### src/rtl/booth_pkg.sv
// Package: shared types for the iterative Booth multiplier.
// Assumes: nothing beyond IEEE 1800-2017 synthesizable types.
package booth_pkg;

    // One radix-4 Booth digit, in the set {-2,-1,0,+1,+2}.
    typedef enum logic [2:0] {
        DIG_ZERO = 3'd0,
        DIG_POS1 = 3'd1,
        DIG_POS2 = 3'd2,
        DIG_NEG1 = 3'd3,
        DIG_NEG2 = 3'd4
    } booth_digit_e;

endpackage

### src/rtl/booth_recoder.sv
// Module: booth_recoder
// Turns a 3-bit multiplier window {b(2i+1), b(2i), b(2i-1)} into a
// radix-4 Booth digit. Purely combinational.
// Assumes: the caller supplies a zero for b(-1) in the first window.
module booth_recoder
    import booth_pkg::*;
(
    input  logic [2:0]   win,
    output booth_digit_e digit
);

    // Standard radix-4 recoding table.
    always_comb begin
        unique case (win)
            3'b000, 3'b111: digit = DIG_ZERO;
            3'b001, 3'b010: digit = DIG_POS1;
            3'b011:         digit = DIG_POS2;
            3'b100:         digit = DIG_NEG2;
            default:        digit = DIG_NEG1;   // 3'b101, 3'b110
        endcase
    end

endmodule

### src/rtl/booth_ppgen.sv
// Module: booth_ppgen
// Builds one partial product (digit x multiplicand) at PW bits, in
// two's complement. Negation is invert-plus-one, modulo 2**PW.
// Assumes: mcand is already extended to PW bits for the active mode.
module booth_ppgen
    import booth_pkg::*;
#(
    parameter int PW = 64
) (
    input  logic [PW-1:0] mcand,
    input  booth_digit_e  digit,
    output logic [PW-1:0] pp
);

    logic [PW-1:0] dbl;

    // The doubled multiplicand serves for the +2 and -2 digits.
    always_comb dbl = mcand << 1;

    // Select or negate the multiple named by the digit.
    always_comb begin
        unique case (digit)
            DIG_POS1: pp = mcand;
            DIG_POS2: pp = dbl;
            DIG_NEG1: pp = ~mcand + PW'(1);
            DIG_NEG2: pp = ~dbl + PW'(1);
            default:  pp = '0;
        endcase
    end

endmodule

### src/rtl/booth_ctrl.sv
// Module: booth_ctrl
// Sequencer: it accepts a start while idle, counts ITER iterations,
// then raises done for one cycle and drops busy in the same edge.
// Assumes: synchronous active-low reset; start is ignored while busy.
module booth_ctrl #(
    parameter int ITER = 16
) (
    input  logic clk,
    input  logic rst_n,
    input  logic start,
    output logic load,
    output logic step,
    output logic last,
    output logic busy,
    output logic done
);

    localparam int CW = $clog2(ITER + 1);

    logic [CW-1:0] cnt;

    // Accept a request only while idle; this includes the done cycle.
    always_comb load = start && !busy;
    // One iteration happens on every busy cycle.
    always_comb step = busy;
    // The final iteration is the one that writes the result.
    always_comb last = busy && (cnt == CW'(ITER - 1));

    // Iteration counter and busy flag.
    always_ff @(posedge clk) begin
        if (!rst_n) begin
            busy <= 1'b0;
            cnt  <= '0;
        end else if (load) begin
            busy <= 1'b1;
            cnt  <= '0;
        end else if (last) begin
            busy <= 1'b0;
            cnt  <= '0;
        end else if (step) begin
            cnt  <= cnt + CW'(1);
        end
    end

    // Completion pulse, one cycle after the final iteration.
    always_ff @(posedge clk) begin
        if (!rst_n) done <= 1'b0;
        else        done <= last;
    end

    AST_DONE_ONE_CYCLE: assert property (@(posedge clk) disable iff (!rst_n)
        done |=> !done);
    AST_DONE_IDLE: assert property (@(posedge clk) disable iff (!rst_n)
        done |-> !busy);
    AST_BUSY_HOLDS: assert property (@(posedge clk) disable iff (!rst_n)
        (busy && !last) |=> busy);
    AST_BUSY_ENDS_IN_DONE: assert property (@(posedge clk) disable iff (!rst_n)
        $fell(busy) |-> done);

endmodule

### src/rtl/booth_mul_iter.sv
// Module: booth_mul_iter (top)
// Iterative radix-4 Booth multiplier. Each busy cycle recodes two
// multiplier bits, adds one partial product to a double-width
// accumulator and shifts the multiplicand left by two.
// Unsigned mode zero-extends both operands. The multiplier's top
// digit, {0,0,b(W-1)}, is then +b(W-1) at weight 2**W. It is folded
// into the final iteration, so the count stays at W/2 in both modes.
// Assumes: W is even; synchronous active-low reset.
module booth_mul_iter
    import booth_pkg::*;
#(
    parameter int W = 32
) (
    input  logic         clk,
    input  logic         rst_n,
    input  logic         start,
    input  logic         sign_mode,
    input  logic [W-1:0] op_a,
    input  logic [W-1:0] op_b,
    output logic         busy,
    output logic         done,
    output logic [W-1:0] result,
    output logic [W-1:0] result_hi,
    output logic         zero
);

    localparam int ITER = W / 2;
    localparam int PW   = 2 * W;

    logic          load, step, last;
    logic [PW-1:0] mc_q;      // multiplicand, shifted left 2 per step
    logic [W:0]    mr_q;      // {multiplier, b(-1)}, shifted right 2
    logic [PW-1:0] acc_q;
    logic          fix_q;     // unsigned-mode top-digit correction
    logic [PW-1:0] pp, fix_term, acc_nxt, mc_ext;
    booth_digit_e  digit;

    booth_ctrl #(.ITER(ITER)) u_ctrl (
        .clk  (clk),
        .rst_n(rst_n),
        .start(start),
        .load (load),
        .step (step),
        .last (last),
        .busy (busy),
        .done (done)
    );

    booth_recoder u_rec (
        .win  (mr_q[2:0]),
        .digit(digit)
    );

    booth_ppgen #(.PW(PW)) u_pp (
        .mcand(mc_q),
        .digit(digit),
        .pp   (pp)
    );

    // Extend the multiplicand by sign or by zero for the chosen mode.
    always_comb mc_ext = sign_mode ? {{W{op_a[W-1]}}, op_a} : {{W{1'b0}}, op_a};

    // Correction term: the multiplicand at weight 2**W, used only on the last step.
    always_comb fix_term = (last && fix_q) ? (mc_q << 2) : '0;

    // Next accumulator value: one partial product plus any correction.
    always_comb acc_nxt = acc_q + pp + fix_term;

    // Operand registers: load on accept, shift on each iteration.
    always_ff @(posedge clk) begin
        if (!rst_n) begin
            mc_q  <= '0;
            mr_q  <= '0;
            fix_q <= 1'b0;
        end else if (load) begin
            mc_q  <= mc_ext;
            mr_q  <= {op_b, 1'b0};
            fix_q <= !sign_mode && op_b[W-1];
        end else if (step) begin
            mc_q  <= mc_q << 2;
            mr_q  <= {2'b00, mr_q[W:2]};
        end
    end

    // Accumulator: clear on accept, add on each iteration.
    always_ff @(posedge clk) begin
        if (!rst_n)     acc_q <= '0;
        else if (load)  acc_q <= '0;
        else if (step)  acc_q <= acc_nxt;
    end

    // Result registers: written once, on the final iteration.
    always_ff @(posedge clk) begin
        if (!rst_n) begin
            result    <= '0;
            result_hi <= '0;
            zero      <= 1'b1;
        end else if (last) begin
            result    <= acc_nxt[W-1:0];
            result_hi <= acc_nxt[PW-1:W];
            zero      <= (acc_nxt[W-1:0] == '0);
        end
    end

    AST_OPERAND_LOCK: assert property (@(posedge clk) disable iff (!rst_n)
        busy |=> $stable(fix_q));
    AST_RESULT_HOLD: assert property (@(posedge clk) disable iff (!rst_n)
        !$stable(result) |-> done);
    AST_ZERO_HOLD: assert property (@(posedge clk) disable iff (!rst_n)
        !$stable(zero) |-> done);
    AST_ACCEPT_BUSY: assert property (@(posedge clk) disable iff (!rst_n)
        (start && !busy) |=> busy);

endmodule

### config.mk
export PLATFORM = sky130hd
export DESIGN_NAME = booth_mul_iter
export DESIGN_NICKNAME = d
export VERILOG_FILES = /design/src/rtl/booth_pkg.sv /design/src/rtl/booth_recoder.sv /design/src/rtl/booth_ppgen.sv /design/src/rtl/booth_ctrl.sv /design/src/rtl/booth_mul_iter.sv
export SDC_FILE = /design/constraint.sdc
export NUM_CORES = 1
export LEC_CHECK = 0
export BUFFER_PORTS_ARGS = -buffer_cell sky130_fd_sc_hd__buf_4
export CORE_MARGIN = 1.5
export CORE_UTILIZATION = 67
export CTS_BUF_LIST = sky130_fd_sc_hd__clkbuf_8 sky130_fd_sc_hd__clkbuf_16
export CTS_CLUSTER_SIZE = 25
export DETAILED_ROUTE_END_ITERATION = 6
export PLACE_DENSITY = 0.95
export RECOVER_POWER = 50
export SYNTH_ARGS = -nofsm -noshare
export SYNTH_HDL_FRONTEND = slang
export SYNTH_SLANG_ARGS = --single-unit
export TNS_END_PERCENT = 50
### constraint.sdc
create_clock -name clk -period 18.25 [get_ports clk]
set_input_delay 0 -clock clk [delete_from_list [all_inputs] [get_ports clk]]
set_output_delay 0 -clock clk [all_outputs]
set_load 0.01 [all_outputs]
# == Word-level counts from Yosys, hierarchy flattened ==
# Index checks and enable logic that the tools add are counted.
# totals
latchBits,0
memories,0
romBits,0
ff_bits,234
out_inout_bits,67
mem_bits_rw,0
# op_classes
n_eq_ne,10
shifts,0
muxes,10
n_lt_le_gt_ge,0
reduce_logical,14
n_addsub,5
mul,0
n_div,0
bitwise_logic,3
# ops
cell,n
$mux 64,4
$pmux 64 s4,1
$add 64x1->64 const B,2
$add 64x64->64,2
$not 64->64,2
$mux 33,2
$logic_not 32->1,1
$eq 3x2->1 const B,4
$pmux 3 s4,1
$eq 3x3->1 const B,3
$eq 3x1->1 const B,2
$reduce_or 2->1,3
$add 5x1->5 const B,1
$eq 5x4->1 const B,1
$logic_and 1x1->1,4
$reduce_bool 2->1,2
$logic_not 3->1,1
$reduce_or 3->1,1
$logic_not 1->1,2
$mux 1,2
$not 1->1,1

# == Logic depth before layout (Yosys ltp) ==
# logic_depth
word_depth,8
mapped_depth,25
mapped_depth_nobuf,24

# == Modules after synthesis ==
# From an unflattened synthesis, not the netlist that was laid out.
# unflattened
cells_unflattened,2426
hier_area_um2,18828.1
# modules_own_cells
mod,n_inst,cells_per_inst,area_per_inst_um2
booth_mul_iter,1,1793,14818.0
booth_ppgen,1,597,3642.2
booth_ctrl,1,31,332.8
booth_recoder,1,5,35.0

# == Least setup slack after synthesis ==
# No wires, ideal clock.
# synth_timing
kind,reg2reg
from,register mc_q[16]
to,register result_hi[26]
required_time_ns,18.128
slack_ns,12.291
setup_time_ns,0.122
arrival_time_ns,5.837
synth_period_minus_slack_ns,5.959
path_stages_with_launch,24
cell_sequence,dfxtp_1 -> buf_6 -> or4_4 -> or3_4 -> or2_4 -> nor3_4 -> nand3_2 -> or4_4 -> nand2_1 -> xnor2_1 -> a221oi_2 -> a21oi_1 -> fa_1 -> ha_1 -> clkbuf_1 -> a21oi_1 -> o21ai_1 -> a311o_1 -> a21oi_1 -> o221ai_1 -> a221o_1 -> a41oi_1 -> o31ai_1 -> a221o_1
# synth_between
elab_chain_len,5
# synth_lines
element,line,rtl
start: declaration,booth_mul_iter.sv:31,logic [PW-1:0] mc_q;
start signal: assignment,booth_mul_iter.sv:76,mc_q <= mc_ext;
start signal: assignment,booth_mul_iter.sv:80,mc_q <= mc_q << 2;
$not 64->64 (on tied branches),"booth_ppgen.sv:25, booth_ppgen.sv:26",
$add 64x1->64 (on tied branches),"booth_ppgen.sv:25, booth_ppgen.sv:26",
$pmux 64 s4,booth_ppgen.sv:22,unique case (digit)
$add 64x64->64,booth_mul_iter.sv:67,always_comb acc_nxt = acc_q + pp + fix_term;
$add 64x64->64 *,booth_mul_iter.sv:67,
end signal: assignment,booth_mul_iter.sv:100,result_hi <= acc_nxt[PW-1:W];
end: declaration,booth_mul_iter.sv:23,"output logic [W-1:0] result_hi,"
# Every way passes the cells marked *; elsewhere a longest branch is shown, timed or not.
# A chain may end at the register's enable or synchronous reset.

# == Final worst setup path ==
# layout_timing
from,register mc_q[0]
to,register acc_q[54]
# layout_between
elab_chain_len,5
# layout_lines
element,line,rtl
$not 64->64 (on tied branches),"booth_ppgen.sv:25, booth_ppgen.sv:26",
$add 64x1->64 (on tied branches),"booth_ppgen.sv:25, booth_ppgen.sv:26",
$pmux 64 s4,booth_ppgen.sv:22,
$add 64x64->64,booth_mul_iter.sv:67,
$add 64x64->64 *,booth_mul_iter.sv:67,
end signal: assignment,booth_mul_iter.sv:89,else if (step) acc_q <= acc_nxt;
end: declaration,booth_mul_iter.sv:33,logic [PW-1:0] acc_q;
# Marked as above.

==> impl_metrics.json <==
{
  "synth_nets": 2545,
  "drtAntennaViolNets": 0,
  "grt_max_degree": 91,
  "synth_seq_cells": 234,
  "power.switching_mw": 0.468,
  "io_pins": 135,
  "syn_area_per_cell_um2": 7.77,
  "cts_resized": 0,
  "die_x_um": 168,
  "maxSlewHeadroom": -1.71,
  "netlist_instances": 2348,
  "hold_path_class": "in2reg",
  "ys_warn_count": 0,
  "cts-buffers-inserted": 25,
  "power.internal_mw": 0.987,
  "cts_root_buf": "clkbuf_16",
  "dpl.hpwl_um": 41700,
  "final_max_slew_viol_count": 298,
  "drc": 0,
  "critPathKind": "reg2reg",
  "skew_ns": 0.0138,
  "num_rows": 60,
  "placeableCoreArea_um2": 26900,
  "max-vdd-ir-drop_uv": 103,
  "multiInputGateArea_um2": 12500,
  "dp_cells": 2645,
  "setup_ws_ns": 11.09,
  "seq_area_um2": 4690,
  "synth_compound_area_frac": 0.209,
  "final_nets": 2594,
  "async_flop_share": 0,
  "cts_buffer_depth": 3,
  "wl_met2_um": 26100,
  "period_minus_slack_ns": 7.16,
  "power.share.clock": 0.387,
  "swShare": 0.322,
  "wl_met1_um": 26100,
  "h-tree-depth": 1,
  "finalHoldViolCount": 0,
  "vias": 18600,
  "status": "finished with violations",
  "worstMarginPinSlew_ns": 4.06,
  "postCtsSetupRepairBufs": 0,
  "num-fill-cells": 1911,
  "cts_tree": "built",
  "grt_overflow": 0,
  "initial_core_util": 0.679,
  "ys_seq_area_frac": 0.257,
  "grtUsageTotal": 0.434,
  "post_drt_via_cell_ratio": 6.74,
  "top_layer": "met4",
  "syn_area_um2": 18200,
  "path_clk_slew_ns": 0.07,
  "antenna_found_initial": 1,
  "max_freq_mhz": 140,
  "clkSinkCount": 234,
  "synth_edf_count": 0,
  "cp.arrival_ns": 7.39,
  "clkLatencyLatePin_ns": 0.54,
  "muxShareOfSynthArea": 0.0739,
  "pwr-share-comb": 0.222,
  "drt_first_pass_iters": 7,
  "die-height_um": 168,
  "p_leak_nw": 8.24,
  "fin_cells": 2758,
  "drtIter0Drc": 3291,
  "wl_per_cell_um": 22.8,
  "setup_tns_ns": 0,
  "grt_pass1_wl_um": 97300,
  "cp-start-kind": "flip-flop",
  "syn_to_final_growth_pct": 11.7,
  "dp_slack_ns": 11.36,
  "cap_violations": 5,
  "synth-xor-area-share": 0.0677,
  "io_buffers": 134,
  "synth_ff_type": "dfxtp_1",
  "layout-drive-gt1-share": 0.0716,
  "power_frac_seq": 0.391,
  "grt_pass1_vias": 17200,
  "wl_um": 62800,
  "synth_cell_types": 81,
  "fin_crit_sh": 0.392,
  "violations": "max-capacitance violations, max-slew violations",
  "synth-simple-area-share": 0.220,
  "setup_violations": 0,
  "wl_met3_um": 8020,
  "critPathCaptureType": "flip-flop",
  "rsz0062_at_grt": "no",
  "worstPathRequired_ns": 18.48,
  "cp_max_fo": 9,
  "gp_congestion": 1.02,
  "synth_top_family_by_area": "simple AND/OR/NAND/NOR gates",
  "p_per_area_nw_per_um2": 71.4,
  "synthAdderAreaFrac": 0.114,
  "die-area_um2": 28200
}
-- critical path: stages, from the launching register on --
cell and delay, ns:
dfxtp_1 0.38, inv_1 0.13, ha_1 0.21, nor3b_1 0.47, nand4_1 0.47, nor4_2 0.52
and2b_1 0.28, nand2b_1 0.13, nor3_1 0.25, nand2b_1 0.16, xnor2_1 0.09, a221oi_1 0.31
a31oi_1 0.10, fa_1 0.49, ha_1 0.41, and2_1 0.23, a311o_1 0.35, a21oi_1 0.22
o221ai_1 0.18, a221o_1 0.39, a41oi_1 0.64, o31ai_1 0.19, xnor2_1 0.17, o22ai_1 0.10
-- power by group through the flow --
stage,clock network (mW),registers [mW],logic (mW)
finish,0.564,0.568,0.323
global route,0.582,0.570,0.344
CTS,0.559,0.564,0.303
detailed placement,0,0.575,0.287
global placement,0,0.574,0.281
floorplan,0,0.549,0.230
-- placed cells by master (no fill, tap or decap), types with 8 or more instances in the layout --
master,n
nand2_1,324
dfxtp_1,231
o21ai_0,195
nor2_1,162
a21oi_1,134
mux2i_1,119
buf_4,86
xnor2_1,85
and2_1,84
inv_1,74
clkbuf_1,71
ha_1,67
dlygate4sd3_1,66
fa_1,62
xor2_1,56
a21boi_0,47
nand3_1,40
and2_0,35
nor3_1,32
nand2b_1,30
a22oi_1,28
nand4_1,25
clkbuf_16,25
a21o_1,24
a31oi_1,23
a221oi_1,16
or3_1,16
o22ai_1,15
a22o_1,15
mux2_2,14
o21bai_1,14
and3_1,13
o211ai_1,13
o31ai_1,12
nor4_1,11
a211oi_1,11
or4_1,9
o221ai_1,8
nor2b_1,8
-- final timing paths --
kind	depth (start not counted)	slack, ns	start	to
setup / recovery	23	11.09	mc_q[0]$_SDFFE_PN0P_	acc_q[54]$_SDFFE_PP0P_
hold / removal	4	0.06	op_b[14]	mr_q[15]$_SDFFE_PN0P_
setup reg to reg	23	11.09	mc_q[0]$_SDFFE_PN0P_	acc_q[54]$_SDFFE_PP0P_
hold reg to reg	2	0.46	result[24]$_SDFFE_PN0P_	result[24]$_SDFFE_PN0P_
-- kinds of logic (layout without fill, tap and decap cells) --
| logic type | Yosys count | count (layout) |
|---|---|---|
| simple gates | 832 | 832 |
| fa+ha+maj | 129 | 129 |
| buf+inv | 274 | 341 |
| mux | 133 | 133 |
| other cells | 0 | 2 |
| compound gates | 605 | 605 |
| flops | 234 | 234 |
| xor+xnor | 141 | 141 |
-- repair_timing --
action                                 4_1_cts  5_1_grt
hold buffers                                66        0
endpoints found under the hold margin       79        0
setup endpoints to repair                    0        0
-- final cells by class --
cell class | count | share of cell area
antenna | 2 | 0.000246
inverter | 73 | 0.0134
sequential | 234 | 0.230
timing repair buffer | 223 | 0.0772
clock buffer | 28 | 0.0327
clock inverter | 17 | 0.0112
multi-input combinational | 1840 | 0.614
tap | 341 | 0.0209
-- layer usage --
layer,up-vias,global-route usage
li1,8254,-
met1,8674,0.619
met2,1409,0.642
met3,243,0.103
met4,0,0.150
met5,-,0
-- metrics by stage --
stage | hold WS (ns) | utilization | instance area (µm²) | total power [mW]
after CTS | 0.0159 | 0.768 | 20600 | 1.43
final | 0.0558 | 0.758 | 20400 | 1.46
after floorplan | 0.147 | - | 18200 | 0.779
after global routing | 0.0337 | 0.758 | 20400 | 1.50
after global placement | 0.239 | 0.710 | 19100 | 0.856
after detailed placement | 0.244 | 0.710 | 19100 | 0.862
-- cells in the mapped netlist, types with 13 or more instances --
cell / instances / area [µm²]
nor2_1: 163 / 612
o21bai_1: 14 / 105
a21o_1: 24 / 180
or3_1: 16 / 100
inv_1: 71 / 267
nand2_1: 326 / 1220
nand3_1: 40 / 200
a22o_1: 15 / 131
a21boi_0: 47 / 353
a22oi_1: 28 / 210
and3_1: 13 / 81.3
o21ai_0: 195 / 976
dfxtp_1: 234 / 4680
mux2_2: 14 / 158
buf_1: 23 / 86.3
nand4_1: 25 / 156
nor3_1: 33 / 165
a21oi_1: 134 / 671
xnor2_1: 85 / 744
a31oi_1: 23 / 144
fa_1: 62 / 1240
mux2i_1: 119 / 1190
o211ai_1: 13 / 97.6
nand2b_1: 30 / 188
and2_1: 118 / 738
a221oi_1: 16 / 140
clkbuf_1: 166 / 623
ha_1: 67 / 838
o22ai_1: 15 / 93.8
xor2_1: 56 / 490
-- sequential cells by signal, summed over array words and instances, names as in the netlist --
signal / flops
mr_q: 33
u_ctrl.cnt: 5
u_ctrl.done: 1
acc_q: 64
u_ctrl.busy: 1
mc_q: 64
result_hi: 32
fix_q: 1
zero: 1
result: 32
No activity file was read; power rests on OpenSTA's default activity.
